## src/rtl/pkt_cls_pkg.sv

```systemverilog
package pkt_cls_pkg;

  localparam int BYTE_BITS = 8;
  localparam int VC_BITS   = 2;
  localparam int DT_BITS   = 6;
  localparam int WC_BITS   = 16;
  localparam int HDR_BITS  = VC_BITS + DT_BITS + WC_BITS;
  localparam int SYN_BITS  = 6;
  localparam int CRC_BITS  = 16;
  localparam int NUM_VC    = 1 << VC_BITS;

  localparam logic [CRC_BITS-1:0] CRC_SEED      = 16'hFFFF;
  localparam logic [CRC_BITS-1:0] CRC_POLY_REFL = 16'h8408;
  localparam logic [DT_BITS-1:0]  LONG_DT_MIN   = 6'h10;

  typedef enum logic [1:0] {
    ECC_CLEAN = 2'd0,
    ECC_FIXED = 2'd1,
    ECC_FATAL = 2'd2
  } ecc_res_e;

  typedef enum logic [2:0] {
    ST_HDR  = 3'd0,
    ST_PAY  = 3'd1,
    ST_CK0  = 3'd2,
    ST_CK1  = 3'd3,
    ST_SKIP = 3'd4
  } parse_st_e;

  // Syndrome produced by a flip of header bit idx.
  function automatic logic [SYN_BITS-1:0] ecc_col(input int unsigned idx);
    logic [SYN_BITS-1:0] c;
    case (idx)
      0:  c = 6'h07;  1:  c = 6'h0B;  2:  c = 6'h0D;  3:  c = 6'h0E;
      4:  c = 6'h13;  5:  c = 6'h15;  6:  c = 6'h16;  7:  c = 6'h19;
      8:  c = 6'h1A;  9:  c = 6'h1C;  10: c = 6'h23;  11: c = 6'h25;
      12: c = 6'h26;  13: c = 6'h29;  14: c = 6'h2A;  15: c = 6'h2C;
      16: c = 6'h31;  17: c = 6'h32;  18: c = 6'h34;  19: c = 6'h38;
      20: c = 6'h1F;  21: c = 6'h2F;  22: c = 6'h37;  23: c = 6'h3B;
      default: c = '0;
    endcase
    return c;
  endfunction

  function automatic logic [SYN_BITS-1:0] ecc_calc(input logic [HDR_BITS-1:0] d);
    logic [SYN_BITS-1:0] p;
    p = '0;
    for (int i = 0; i < HDR_BITS; i++) begin
      if (d[i]) p = p ^ ecc_col(i);
    end
    return p;
  endfunction

  function automatic logic [CRC_BITS-1:0] crc_byte(input logic [CRC_BITS-1:0] c,
                                                   input logic [BYTE_BITS-1:0] b);
    logic [CRC_BITS-1:0] r;
    r = c;
    for (int i = 0; i < BYTE_BITS; i++) begin
      if (r[0] ^ b[i]) r = (r >> 1) ^ CRC_POLY_REFL;
      else             r = r >> 1;
    end
    return r;
  endfunction

  function automatic logic dt_known(input logic [DT_BITS-1:0] dt);
    return (dt <= 6'h03)
        || ((dt >= 6'h08) && (dt <= 6'h12))
        || ((dt >= 6'h18) && (dt <= 6'h24))
        || ((dt >= 6'h28) && (dt <= 6'h2D))
        || ((dt >= 6'h30) && (dt <= 6'h37));
  endfunction

endpackage

```

## src/rtl/hdr_ecc_dec.sv

```systemverilog
module hdr_ecc_dec
  import pkt_cls_pkg::*;
(
  input  logic [HDR_BITS-1:0] hdr_in,
  input  logic [SYN_BITS-1:0] chk_in,
  output logic [HDR_BITS-1:0] hdr_out,
  output ecc_res_e            res
);

  logic [SYN_BITS-1:0] syn;
  logic [HDR_BITS-1:0] hit;

  assign syn = ecc_calc(hdr_in) ^ chk_in;

  for (genvar g = 0; g < HDR_BITS; g++) begin : g_col
    assign hit[g] = (syn == ecc_col(g));
  end

  assign hdr_out = hdr_in ^ hit;

  always_comb begin
    if (syn == '0)                                       res = ECC_CLEAN;
    else if ((|hit) || ((syn & (syn - 1'b1)) == '0))     res = ECC_FIXED;
    else                                                 res = ECC_FATAL;
  end

endmodule

```

## src/rtl/crc16_acc.sv

```systemverilog
module crc16_acc
  import pkt_cls_pkg::*;
(
  input  logic                 clk,
  input  logic                 rst_n,
  input  logic                 clr,
  input  logic                 en,
  input  logic [BYTE_BITS-1:0] data,
  output logic [CRC_BITS-1:0]  crc
);

  logic [CRC_BITS-1:0] crc_q, crc_d;

  always_comb begin
    crc_d = crc_q;
    if (clr)     crc_d = CRC_SEED;
    else if (en) crc_d = crc_byte(crc_q, data);
  end

  always_ff @(posedge clk or negedge rst_n) begin
    if (!rst_n) crc_q <= CRC_SEED;
    else        crc_q <= crc_d;
  end

  assign crc = crc_q;

endmodule

```

## src/rtl/csi_hdr_classifier.sv

```systemverilog
module csi_hdr_classifier
  import pkt_cls_pkg::*;
(
  input  logic                 clk,
  input  logic                 rst_n,
  input  logic                 in_valid,
  input  logic [BYTE_BITS-1:0] in_byte,
  input  logic                 in_sop,
  input  logic                 in_eop,
  input  logic                 in_sot_nosync,
  output logic                 hdr_valid,
  output logic                 hdr_drop,
  output logic [VC_BITS-1:0]   hdr_vc,
  output logic [DT_BITS-1:0]   hdr_dt,
  output logic [WC_BITS-1:0]   hdr_wc,
  output logic [NUM_VC-1:0]    err_ecc_corr,
  output logic                 err_ecc_double,
  output logic [NUM_VC-1:0]    err_crc,
  output logic [NUM_VC-1:0]    err_id
);

  localparam int IDX_BITS = 2;

  // parser state
  parse_st_e             st_q, st_d;
  logic [IDX_BITS-1:0]   idx_q, idx_d;
  logic [HDR_BITS-1:0]   hbuf_q, hbuf_d;
  logic                  sot_q, sot_d;
  logic [WC_BITS-1:0]    rem_q, rem_d;
  logic [BYTE_BITS-1:0]  cklo_q, cklo_d;

  // result registers
  logic                  hv_q, hv_d, drop_q, drop_d, dbl_q, dbl_d;
  logic                  fld_en;
  logic [VC_BITS-1:0]    vc_q;
  logic [DT_BITS-1:0]    dt_q;
  logic [WC_BITS-1:0]    wc_q;
  logic [NUM_VC-1:0]     corr_q, corr_d, crce_q, crce_d, ide_q, ide_d;

  // checksum accumulator
  logic                  crc_clr, crc_en;
  logic [CRC_BITS-1:0]   crc_val;

  // header decode
  logic                  hdr_phase;
  logic [IDX_BITS-1:0]   pos;
  logic [HDR_BITS-1:0]   fixed_hdr;
  ecc_res_e              ecc_res;
  logic [VC_BITS-1:0]    fx_vc;
  logic [DT_BITS-1:0]    fx_dt;
  logic [WC_BITS-1:0]    fx_wc;

  assign hdr_phase = in_sop || (st_q == ST_HDR);
  assign pos       = in_sop ? '0 : idx_q;

  hdr_ecc_dec u_ecc (
    .hdr_in  (hbuf_q),
    .chk_in  (in_byte[SYN_BITS-1:0]),
    .hdr_out (fixed_hdr),
    .res     (ecc_res)
  );

  assign fx_dt = fixed_hdr[DT_BITS-1:0];
  assign fx_vc = fixed_hdr[DT_BITS +: VC_BITS];
  assign fx_wc = fixed_hdr[DT_BITS+VC_BITS +: WC_BITS];

  crc16_acc u_crc (
    .clk   (clk),
    .rst_n (rst_n),
    .clr   (crc_clr),
    .en    (crc_en),
    .data  (in_byte),
    .crc   (crc_val)
  );

  // next-state logic
  always_comb begin
    st_d    = st_q;
    idx_d   = idx_q;
    hbuf_d  = hbuf_q;
    sot_d   = sot_q;
    rem_d   = rem_q;
    cklo_d  = cklo_q;
    hv_d    = 1'b0;
    drop_d  = 1'b0;
    dbl_d   = 1'b0;
    fld_en  = 1'b0;
    corr_d  = '0;
    crce_d  = '0;
    ide_d   = '0;
    crc_clr = 1'b0;
    crc_en  = 1'b0;

    if (in_valid) begin
      if (hdr_phase) begin
        st_d  = ST_HDR;
        idx_d = pos + 1'b1;
        case (pos)
          2'd0: begin
            hbuf_d[BYTE_BITS-1:0] = in_byte;
            sot_d = in_sot_nosync;
          end
          2'd1: hbuf_d[BYTE_BITS +: BYTE_BITS]   = in_byte;
          2'd2: hbuf_d[2*BYTE_BITS +: BYTE_BITS] = in_byte;
          default: begin
            hv_d   = 1'b1;
            fld_en = 1'b1;
            idx_d  = '0;
            if (sot_q) begin
              drop_d = 1'b1;
            end else if (ecc_res == ECC_FATAL) begin
              drop_d = 1'b1;
              dbl_d  = 1'b1;
            end else begin
              if (ecc_res == ECC_FIXED) corr_d[fx_vc] = 1'b1;
              if (!dt_known(fx_dt))     ide_d[fx_vc]  = 1'b1;
            end
            if (drop_d || (fx_dt < LONG_DT_MIN)) begin
              st_d = ST_SKIP;
            end else if (fx_wc == '0) begin
              st_d    = ST_CK0;
              crc_clr = 1'b1;
            end else begin
              st_d    = ST_PAY;
              rem_d   = fx_wc;
              crc_clr = 1'b1;
            end
          end
        endcase
      end else begin
        case (st_q)
          ST_PAY: begin
            crc_en = 1'b1;
            rem_d  = rem_q - 1'b1;
            if (rem_q == 1) st_d = ST_CK0;
          end
          ST_CK0: begin
            cklo_d = in_byte;
            st_d   = ST_CK1;
          end
          ST_CK1: begin
            if ({in_byte, cklo_q} != crc_val) crce_d[vc_q] = 1'b1;
            st_d = ST_SKIP;
          end
          default: st_d = ST_SKIP;
        endcase
      end
      if (in_eop) begin
        st_d  = ST_HDR;
        idx_d = '0;
      end
    end
  end

  // parser registers
  always_ff @(posedge clk or negedge rst_n) begin
    if (!rst_n) begin
      st_q   <= ST_HDR;
      idx_q  <= '0;
      hbuf_q <= '0;
      sot_q  <= 1'b0;
      rem_q  <= '0;
      cklo_q <= '0;
    end else begin
      st_q   <= st_d;
      idx_q  <= idx_d;
      hbuf_q <= hbuf_d;
      sot_q  <= sot_d;
      rem_q  <= rem_d;
      cklo_q <= cklo_d;
    end
  end

  // result registers
  always_ff @(posedge clk or negedge rst_n) begin
    if (!rst_n) begin
      hv_q   <= 1'b0;
      drop_q <= 1'b0;
      dbl_q  <= 1'b0;
      corr_q <= '0;
      crce_q <= '0;
      ide_q  <= '0;
      vc_q   <= '0;
      dt_q   <= '0;
      wc_q   <= '0;
    end else begin
      hv_q   <= hv_d;
      drop_q <= drop_d;
      dbl_q  <= dbl_d;
      corr_q <= corr_d;
      crce_q <= crce_d;
      ide_q  <= ide_d;
      if (fld_en) begin
        vc_q <= fx_vc;
        dt_q <= fx_dt;
        wc_q <= fx_wc;
      end
    end
  end

  assign hdr_valid      = hv_q;
  assign hdr_drop       = drop_q;
  assign hdr_vc         = vc_q;
  assign hdr_dt         = dt_q;
  assign hdr_wc         = wc_q;
  assign err_ecc_corr   = corr_q;
  assign err_ecc_double = dbl_q;
  assign err_crc        = crce_q;
  assign err_id         = ide_q;

  // a header takes four bytes, so decisions never come back to back
  a_r2_hdr_spacing: assert property (@(posedge clk) disable iff (!rst_n)
    hdr_valid |=> !hdr_valid);

  // a correction names exactly the delivered header's channel
  a_r3_fix_delivers: assert property (@(posedge clk) disable iff (!rst_n)
    (|err_ecc_corr) |-> hdr_valid && !hdr_drop && ($countones(err_ecc_corr) == 1)
                        && err_ecc_corr[hdr_vc]);

  // a double error always comes with a drop
  a_r4_double_drops: assert property (@(posedge clk) disable iff (!rst_n)
    err_ecc_double |-> hdr_valid && hdr_drop);

  // a dropped header raises no per-channel header pulse
  a_r5_drop_quiet: assert property (@(posedge clk) disable iff (!rst_n)
    (hdr_valid && hdr_drop) |-> (err_ecc_corr == '0) && (err_id == '0));

  // checksum result follows the second checksum byte, never a header
  a_r6_crc_after_ck1: assert property (@(posedge clk) disable iff (!rst_n)
    (|err_crc) |-> $onehot0(err_crc) && !hdr_valid && ($past(st_q) == ST_CK1));

  // type errors only on forwarded headers, on their channel
  a_r7_id_on_header: assert property (@(posedge clk) disable iff (!rst_n)
    (|err_id) |-> hdr_valid && !hdr_drop && $onehot0(err_id) && err_id[hdr_vc]);

endmodule

```

## config.mk

```make
export PLATFORM = sky130hd
export DESIGN_NAME = csi_hdr_classifier
export DESIGN_NICKNAME = d
export VERILOG_FILES = /design/src/rtl/pkt_cls_pkg.sv /design/src/rtl/hdr_ecc_dec.sv /design/src/rtl/crc16_acc.sv /design/src/rtl/csi_hdr_classifier.sv
export SDC_FILE = /design/constraint.sdc
export NUM_CORES = 1
export LEC_CHECK = 0
export BUFFER_PORTS_ARGS = -buffer_cell sky130_fd_sc_hd__buf_2
export CORE_MARGIN = 4
export CORE_UTILIZATION = 40
export DETAILED_ROUTE_END_ITERATION = 16
export GPL_TIMING_DRIVEN = 0
export PLACE_DENSITY = 0.68
export SETUP_SLACK_MARGIN = 0.02
export SKIP_LAST_GASP = 1
export SLEW_MARGIN = 5
export SYNTH_ARGS = -nofsm -noshare
export SYNTH_HDL_FRONTEND = slang
export SYNTH_SLANG_ARGS = --single-unit
export TNS_END_PERCENT = 50
```

## constraint.sdc

```tcl
create_clock -name clk -period 4.1 [get_ports clk]
set_clock_uncertainty 0.15 [all_clocks]
set_input_delay 0.41 -clock clk [delete_from_list [all_inputs] [get_ports clk]]
set_output_delay 0.41 -clock clk [all_outputs]
set_load 0.02 [all_outputs]
```

==> results of run 1 <==
state kept, by name, indices dropped and copies added, names as in the netlist, 6 cells and up:
name	cells
cklo_q	8
hbuf_q	24
hdr_dt	6
hdr_wc	16
rem_q	16
u_crc.crc	16
kinds of logic (layout without fill, tap and decap cells):
group           count (synthesis)  in the layout
compound gates                132            132
xor+xnor                      119            119
fa+ha+maj                       6              6
buf+inv                        42            167
flops                         109            109
mux                            40             40
simple gates                  220            220
metrics by stage:
stage	util	hold WS, ns	area, µm²	cells
3_5_place_dp	0.441	0.103	7280	935
2_1_floorplan	-	-0.0356	6750	668
4_1_cts	0.494	0.133	8160	980
5_1_grt	0.529	0.143	8740	1013
3_3_place_gp	0.439	0.313	7250	934
6_report	0.529	0.158	8740	1013
layout make-up:
| cell class | instances | area [µm²] |
|---|---|---|
| repair buffers | 109 | 810 |
| flip-flops and latches | 109 | 2770 |
| inverters | 7 | 26.3 |
| fillers | 1395 | 7780 |
| plain buffers | 35 | 200 |
| well taps | 220 | 275 |
| clock buffers | 10 | 229 |
| clock inverters | 6 | 48.8 |
| multi-input cells | 517 | 4390 |
layout by cell type, fill, tap and decap left out, types with 5 or more instances in the layout:
cell / count
sky130_fd_sc_hd__a21oi_2: 9
sky130_fd_sc_hd__dfrtp_1: 79
sky130_fd_sc_hd__nand3_4: 6
sky130_fd_sc_hd__xnor2_4: 5
sky130_fd_sc_hd__nand2b_1: 5
sky130_fd_sc_hd__nand4_1: 6
sky130_fd_sc_hd__nor4_1: 6
sky130_fd_sc_hd__and3_1: 13
sky130_fd_sc_hd__clkbuf_1: 26
sky130_fd_sc_hd__nand2_1: 66
sky130_fd_sc_hd__xnor2_1: 55
sky130_fd_sc_hd__buf_4: 51
sky130_fd_sc_hd__dfrtp_2: 14
sky130_fd_sc_hd__o21ai_0: 44
sky130_fd_sc_hd__xnor2_2: 15
sky130_fd_sc_hd__buf_2: 47
sky130_fd_sc_hd__mux2_2: 36
sky130_fd_sc_hd__nor3b_1: 7
sky130_fd_sc_hd__o211ai_1: 14
sky130_fd_sc_hd__a21oi_1: 23
sky130_fd_sc_hd__ha_1: 6
sky130_fd_sc_hd__xnor3_1: 5
sky130_fd_sc_hd__xor2_4: 5
sky130_fd_sc_hd__nand3_1: 28
sky130_fd_sc_hd__clkbuf_16: 10
sky130_fd_sc_hd__nor2_1: 28
sky130_fd_sc_hd__buf_6: 11
sky130_fd_sc_hd__dfstp_2: 16
sky130_fd_sc_hd__inv_1: 7
sky130_fd_sc_hd__xor2_1: 17
sky130_fd_sc_hd__nor3_1: 25
sky130_fd_sc_hd__xnor3_2: 11
sky130_fd_sc_hd__a211oi_1: 6
worst max-delay path, delay by kind of cell, from the launching register on:
kind | cells | cell delay [ns]
AND/OR/NAND/NOR | 4 | 1.12
XOR/XNOR | 4 | 1.28
flip-flops | 1 | 0.45
AO/OA/AOI/OAI | 3 | 0.49
buffers and inverters | 4 | 0.61
timing repair:
| item | 4_1_cts | 5_1_grt |
|---|---|---|
| pin swaps | 26 | 25 |
| resized for setup | 75 | 60 |
| setup buffers | 28 | 30 |
| cloned | 0 | 3 |
| setup endpoints to repair | 31 | 27 |
| endpoints found under the hold margin | 15 | 0 |
| hold buffers | 1 | 0 |
layer usage:
metal / up-vias / part of all wire / GRT usage / wire [µm]
li1: 2626 / - / - / -
met5: - / 0 / 0 / 0
met3: 43 / 0.069 / 0.0366 / 1330
met2: 244 / 0.46 / 0.313 / 8950
met1: 2808 / 0.44 / 0.277 / 8530
met4: 0 / 0.032 / 0.0670 / 631
worst min path at each step:
stage,start,to,depth (start not counted)
floorplan,rst_n,cklo_q[0],0
finish,in_sot_nosync,sot_q,2
global placement,hdr_wc[9],hdr_wc[9],2
CTS,in_sot_nosync,sot_q,2
global route,in_sot_nosync,sot_q,2
detailed placement,rst_n,cklo_q[1],1
cell usage after synthesis (all sizes together) (5+ instances only):
cell,count
nor3b,7
nor2,29
nand2b,5
nor3,25
buf,8
xor2,25
xnor3,16
o211ai,15
dfrtp,93
nand2,67
nand3,38
xnor2,75
dfstp,16
and3,13
mux2,36
ha,6
inv,7
clkbuf,27
o21ai,47
a211oi,8
a21oi,36
nand4,6
nor4,8
==> flow_metrics.tcl, run 1 <==
set metrics [dict create \
    port_buffers 46 \
    startpoint "hbuf_q[7]" \
    crit_arrival_ns 4.31 \
    drt_iter0_markers 447 \
    grt_util_all_layers 0.198 \
    fp.coreArea_um2 16500 \
    cts_buffers 9 \
    finalHoldViolations 0 \
    critical-path-max-stage-delay_ns 0.56 \
    num_antenna_cells 0 \
    synth_simple_gate_area_frac 0.163 \
    synth_top_family_by_area "XOR/XNOR gates" \
    syn-num-nets 688 \
    post-route-worst-setup-slack_ns -0.0699 \
    timing.critical_path.mode_cell "sky130_fd_sc_hd__buf_6" \
    die_area_um2 19000 \
    wire_per_inst_um 19.2 \
    tns_ns -0.583 \
    number_of_synthesized_flops_with_an_enable_pin 0 \
    synth.top_cells.by_area "sky130_fd_sc_hd__dfrtp_1 (35%), sky130_fd_sc_hd__xnor2_1 (9.7%), sky130_fd_sc_hd__dfstp_2 (6.2%)" \
    fin_crit_sh 1.02 \
    share_of_the_yosys_chip_area_belonging_to_registers 0.407 \
    wire_length_of_the_first_global_routing_pass_um 29100 \
    antenna_violating_nets_post_route 0 \
    die_h_um 138 \
    syn_avg_cell_area_um2 10.1 \
    grt_start_max_net_pins 95 \
    postSynthCellCount 668 \
    layout.nets 808 \
    fmax_mhz 240 \
    io_pins 53 \
    timing.critical_path.slowest_stage_cell "sky130_fd_sc_hd__or4_4" \
    setup.worst_path.class "reg -> reg" \
    max_cap_violations 0 \
    violations "negative setup slack" \
    yosysWarningCount 0 \
    cts_tree "built" \
    max-slew-margin-rel 0.485 \
    crit_path_cell_trace "xnor3_2 -> xor2_4 -> xor3_2 -> buf_6 -> or4_4 -> a21oi_4 -> xnor2_4 -> nand4_1 -> nor4_4 -> buf_4 -> a21o_1 -> buf_6 -> clkbuf_16 -> nand3_1 -> a21oi_2" \
    critPathRequiredTime_ns 4.24 \
    final_layout_size_suffix_gt1_frac 0.362 \
    setup.worst_path.end_class "flop" \
    via_count 5721 \
    cts.sinks 109 \
    die_w_um 138 \
    reg2reg_depth 15 \
    setup.reg_to_reg.worst_slack_ns -0.07 \
    final_period_minus_worst_setup_slack_ns 4.17 \
    run_status "complete, but fails checks" \
    detail_route.first_pass.iterations 5 \
    reg2reg_from "hbuf_q[7]" \
    yosys-mux-area-fraction 0.0660 \
    max_slew.worst_pin.slew_ns 0.765 \
    setup_violations 15 \
    dp_slack_ns -0.920 \
    routed_via_density 5.65 \
    ys.flop_type "sky130_fd_sc_hd__dfrtp_1" \
    floorplan.initialDensity 0.408 \
    clk_latency_ns 0.36 \
    dpl.hpwl_um 12900 \
    synth-async-reset-ratio 1.00 \
    clock_tree.root_cell "sky130_fd_sc_hd__clkbuf_16" \
    clk_pin_slew_ns 0.07 \
    endpoint "rem_q[12]" \
    grt_overflow_total 0 \
    number_of_rows_in_the_core_area 47 \
    rsz_0062_raised_after_global_routing "yes" \
    r2r-end "rem_q[12]" \
    critical_path_peak_fanout 5 \
    first_global_vias 5334 \
    gpl.final_weighted_congestion 0.923 \
    hold_path_class "in -> reg" \
    route.final.wire_length_um 19400 \
    synthXorXnorAreaFrac 0.200 \
    cell_type_contributing_the_most_total_cell_area_after_synthesis "sky130_fd_sc_hd__dfrtp_1" \
    synth-adder-area-share 0.0111 \
    yosys.area.top_type_share 0.345 \
    syn_std_cell_area_um2 6750 \
    synth.distinct_cells 62 \
    synth-compound-area-share 0.123 \
    synth_seq_cells 109 \
    clockBufferDepth 2 \
    syn_to_final_growth_pct 29.6 \
    initial_antenna_violation_count 0 \
    setup.worst_path.start_class "flop" \
    maxSlewViolCount 0 \
    cts-htree-levels 3 \
    remaining_drc_errors 0 \
]
Power of run 1 is not shown: default switching activity piles up to over one toggle a cycle in this logic, so the estimate is an artifact.
==> inputs of run 2 (changes only) <==
- SYNTH_HIERARCHICAL: unset -> 1
==> flow_metrics.tcl, run 2 <==
set metrics [dict create \
    wire_length_of_the_first_global_routing_pass_um 27000 \
    grt_overflow_total 0 \
    die_h_um 137 \
    cts.sinks 109 \
    tns_ns -0.151 \
    layout.filler_cells 1416 \
    gpl.final_weighted_congestion 0.925 \
    synth_seq_cells 109 \
    run_status "complete, but fails checks" \
    syn_to_final_growth_pct 25.0 \
    io_pins 53 \
    clk_pin_slew_ns 0.07 \
    fmax_mhz 242 \
    maxSlewViolCount 0 \
    dpl.hpwl_um 12100 \
    port_buffers 50 \
    hold_path_class "in -> reg" \
    violations "negative setup slack" \
    synth.top_cells.by_area "sky130_fd_sc_hd__dfrtp_1 (35%), sky130_fd_sc_hd__mux2_2 (9.8%), sky130_fd_sc_hd__xnor2_1 (9.6%)" \
    setup.worst_path.end_class "flop" \
    finalHoldViolations 0 \
    critPathRequiredTime_ns 4.17 \
    wire_per_inst_um 19.6 \
    num_antenna_cells 0 \
    die_area_um2 18900 \
    max_slew.worst_pin.slew_ns 0.840 \
    routed-wl-met3_um 1420 \
    final_period_minus_worst_setup_slack_ns 4.14 \
    cts-htree-levels 3 \
    detail_route.first_pass.iterations 6 \
    layout.cells.most_common_list "sky130_fd_sc_hd__dfrtp_1 (77), sky130_fd_sc_hd__mux2_2 (58), sky130_fd_sc_hd__buf_2 (50), sky130_fd_sc_hd__xnor2_1 (50), sky130_fd_sc_hd__buf_4 (40)" \
    crit_arrival_ns 4.21 \
    postSynthCellCount 592 \
    top_register "hbuf_q" \
    number_of_synthesized_flops_with_an_enable_pin 0 \
    max_cap_violations 0 \
    cts_tree "built" \
    synth-async-reset-ratio 1.00 \
    grt_start_max_net_pins 64 \
    syn_avg_cell_area_um2 11.3 \
    number_of_rows_in_the_core_area 47 \
    clock_tree.root_cell "sky130_fd_sc_hd__clkbuf_16" \
    floorplan.initialDensity 0.406 \
    via_count 5190 \
    setup.worst_path.class "reg -> reg" \
    largest_reg_flops 24 \
    synth.top_cells.by_count "sky130_fd_sc_hd__dfrtp_1 (93), sky130_fd_sc_hd__xnor2_1 (73), sky130_fd_sc_hd__mux2_2 (58), sky130_fd_sc_hd__nor2_1 (43), sky130_fd_sc_hd__nand3_1 (29)" \
    highest_metal_layer_used_by_the_detailed_router "met4" \
    fin_crit_sh 1.01 \
    yosys.cell_count.top_type "sky130_fd_sc_hd__dfrtp_1" \
    syn-num-nets 612 \
    share_of_the_yosys_chip_area_belonging_to_registers 0.411 \
    route.met2.wl_um 8870 \
    post-route-worst-setup-slack_ns -0.0401 \
    grt_util_all_layers 0.186 \
    remaining_drc_errors 0 \
    first_global_vias 5012 \
    setup_violations 6 \
    mostFrequentLayoutCell "sky130_fd_sc_hd__dfrtp_1" \
    initial_antenna_violation_count 0 \
    syn_std_cell_area_um2 6690 \
    yosys.area.top_type_share 0.348 \
    synth.distinct_cells 72 \
    critical_path_peak_fanout 7 \
    clockBufferDepth 2 \
    route.final.wire_length_um 18000 \
    max-slew-margin-rel 0.439 \
    layout.nets 711 \
    final_layout_size_suffix_gt1_frac 0.435 \
    rsz_0062_raised_after_global_routing "yes" \
    finalHoldWorstSlack_ns 0.132 \
    drt_iter0_markers 419 \
    antenna_violating_nets_post_route 0 \
    yosysWarningCount 6 \
    routed_via_density 5.67 \
    detail_route.wirelength.met1_um 7210 \
    cts_buffers 9 \
    ys.flop_type "sky130_fd_sc_hd__dfrtp_1" \
    clk_latency_ns 0.36 \
    fp.coreArea_um2 16500 \
    cell_type_contributing_the_most_total_cell_area_after_synthesis "sky130_fd_sc_hd__dfrtp_1" \
    setup.worst_path.start_class "flop" \
    die_w_um 137 \
]
-- run 2: cell count changes after synthesis, moves of 11 or more --
| cell | delta |
|---|---|
| sky130_fd_sc_hd__nand2_1 | -47 |
| sky130_fd_sc_hd__o21ai_0 | -26 |
| sky130_fd_sc_hd__mux2_2 | +22 |
| sky130_fd_sc_hd__clkbuf_1 | -15 |
| sky130_fd_sc_hd__nor2_1 | +14 |
| sky130_fd_sc_hd__and3_1 | -11 |
| sky130_fd_sc_hd__o211ai_1 | -11 |
-- run 2: path summary, 6_finish.rpt --
kind | from | end | slack [ns] | cells after the start
worst min register to register | hdr_dt[4] | hdr_dt[4] | 0.35 | 1
worst min-delay path | in_sot_nosync | sot_q | 0.13 | 2
min in group asynchronous | rst_n | cklo_q[4] | 0.45 | 2
worst max-delay path | hbuf_q[20] | rem_q[12] | -0.04 | 13
max in group asynchronous | rst_n | u_crc/crc[5] | 2.60 | 3
worst max register to register | hbuf_q[20] | rem_q[12] | -0.04 | 13
-- run 2: logic make-up (layout without fill, tap and decap cells) --
group | Yosys count | count (layout) | synth area share
XOR/XNOR | 117 | 117 | 0.217
adder cells (fa/ha/maj) | 6 | 6 | 0.0112
multiplexers | 60 | 60 | 0.101
flip-flops | 109 | 109 | 0.411
AO/OA/AOI/OAI | 89 | 89 | 0.0886
AND/OR/NAND/NOR | 181 | 181 | 0.148
buffers and inverters | 30 | 134 | 0.0239
-- run 2: cell type report --
class	count	area, µm²	area share
Multi-Input combinational cell	453	4260	0.509
Sequential cell	109	2770	0.331
Timing Repair Buffer	93	627	0.0749
Tap cell	220	275	0.0329
Clock buffer	10	239	0.0286
Buffer	16	120	0.0144
Clock inverter	6	43.8	0.00524
Inverter	9	33.8	0.00404
-- run 2: per-layer routing --
layer,vias to the layer above,global-route usage
li1,2327,-
met1,2561,0.247
met5,-,0
met2,251,0.301
met3,51,0.0457
met4,0,0.0571
-- run 2: stage by stage --
step	util	cells	area [µm²]	worst slack, ns
floorplan	-	592	6700	-0.000540
global placement	0.439	862	7230	-0.683
detailed placement	0.441	863	7260	-0.809
CTS	0.480	894	7900	0.0215
global route	0.508	916	8360	-0.144
finish	0.508	916	8360	-0.0401
-- run 2: repair_timing --
item,in CTS,in global routing
pin swaps,17,34
setup buffers,17,22
endpoints found under the hold margin,41,0
gates cloned,0,2
gates resized for setup,55,63
hold buffers,1,0
setup endpoints to repair,36,32
-- run 2: worst max-delay path, cell delays in order, from the launching register on --
cell and delay [ns]:
sky130_fd_sc_hd__dfrtp_2 0.46, sky130_fd_sc_hd__xor3_2 0.49, sky130_fd_sc_hd__xor2_2 0.27, sky130_fd_sc_hd__xnor3_2 0.37, sky130_fd_sc_hd__xnor2_2 0.27, sky130_fd_sc_hd__and2_1 0.34, sky130_fd_sc_hd__nand3_1 0.19, sky130_fd_sc_hd__xnor2_2 0.22
sky130_fd_sc_hd__nor2_1 0.12, sky130_fd_sc_hd__or3_4 0.40, sky130_fd_sc_hd__or3_4 0.41, sky130_fd_sc_hd__buf_8 0.16, sky130_fd_sc_hd__o22ai_2 0.12, sky130_fd_sc_hd__a21oi_2 0.05
Power of run 2 is left out for the same reason.
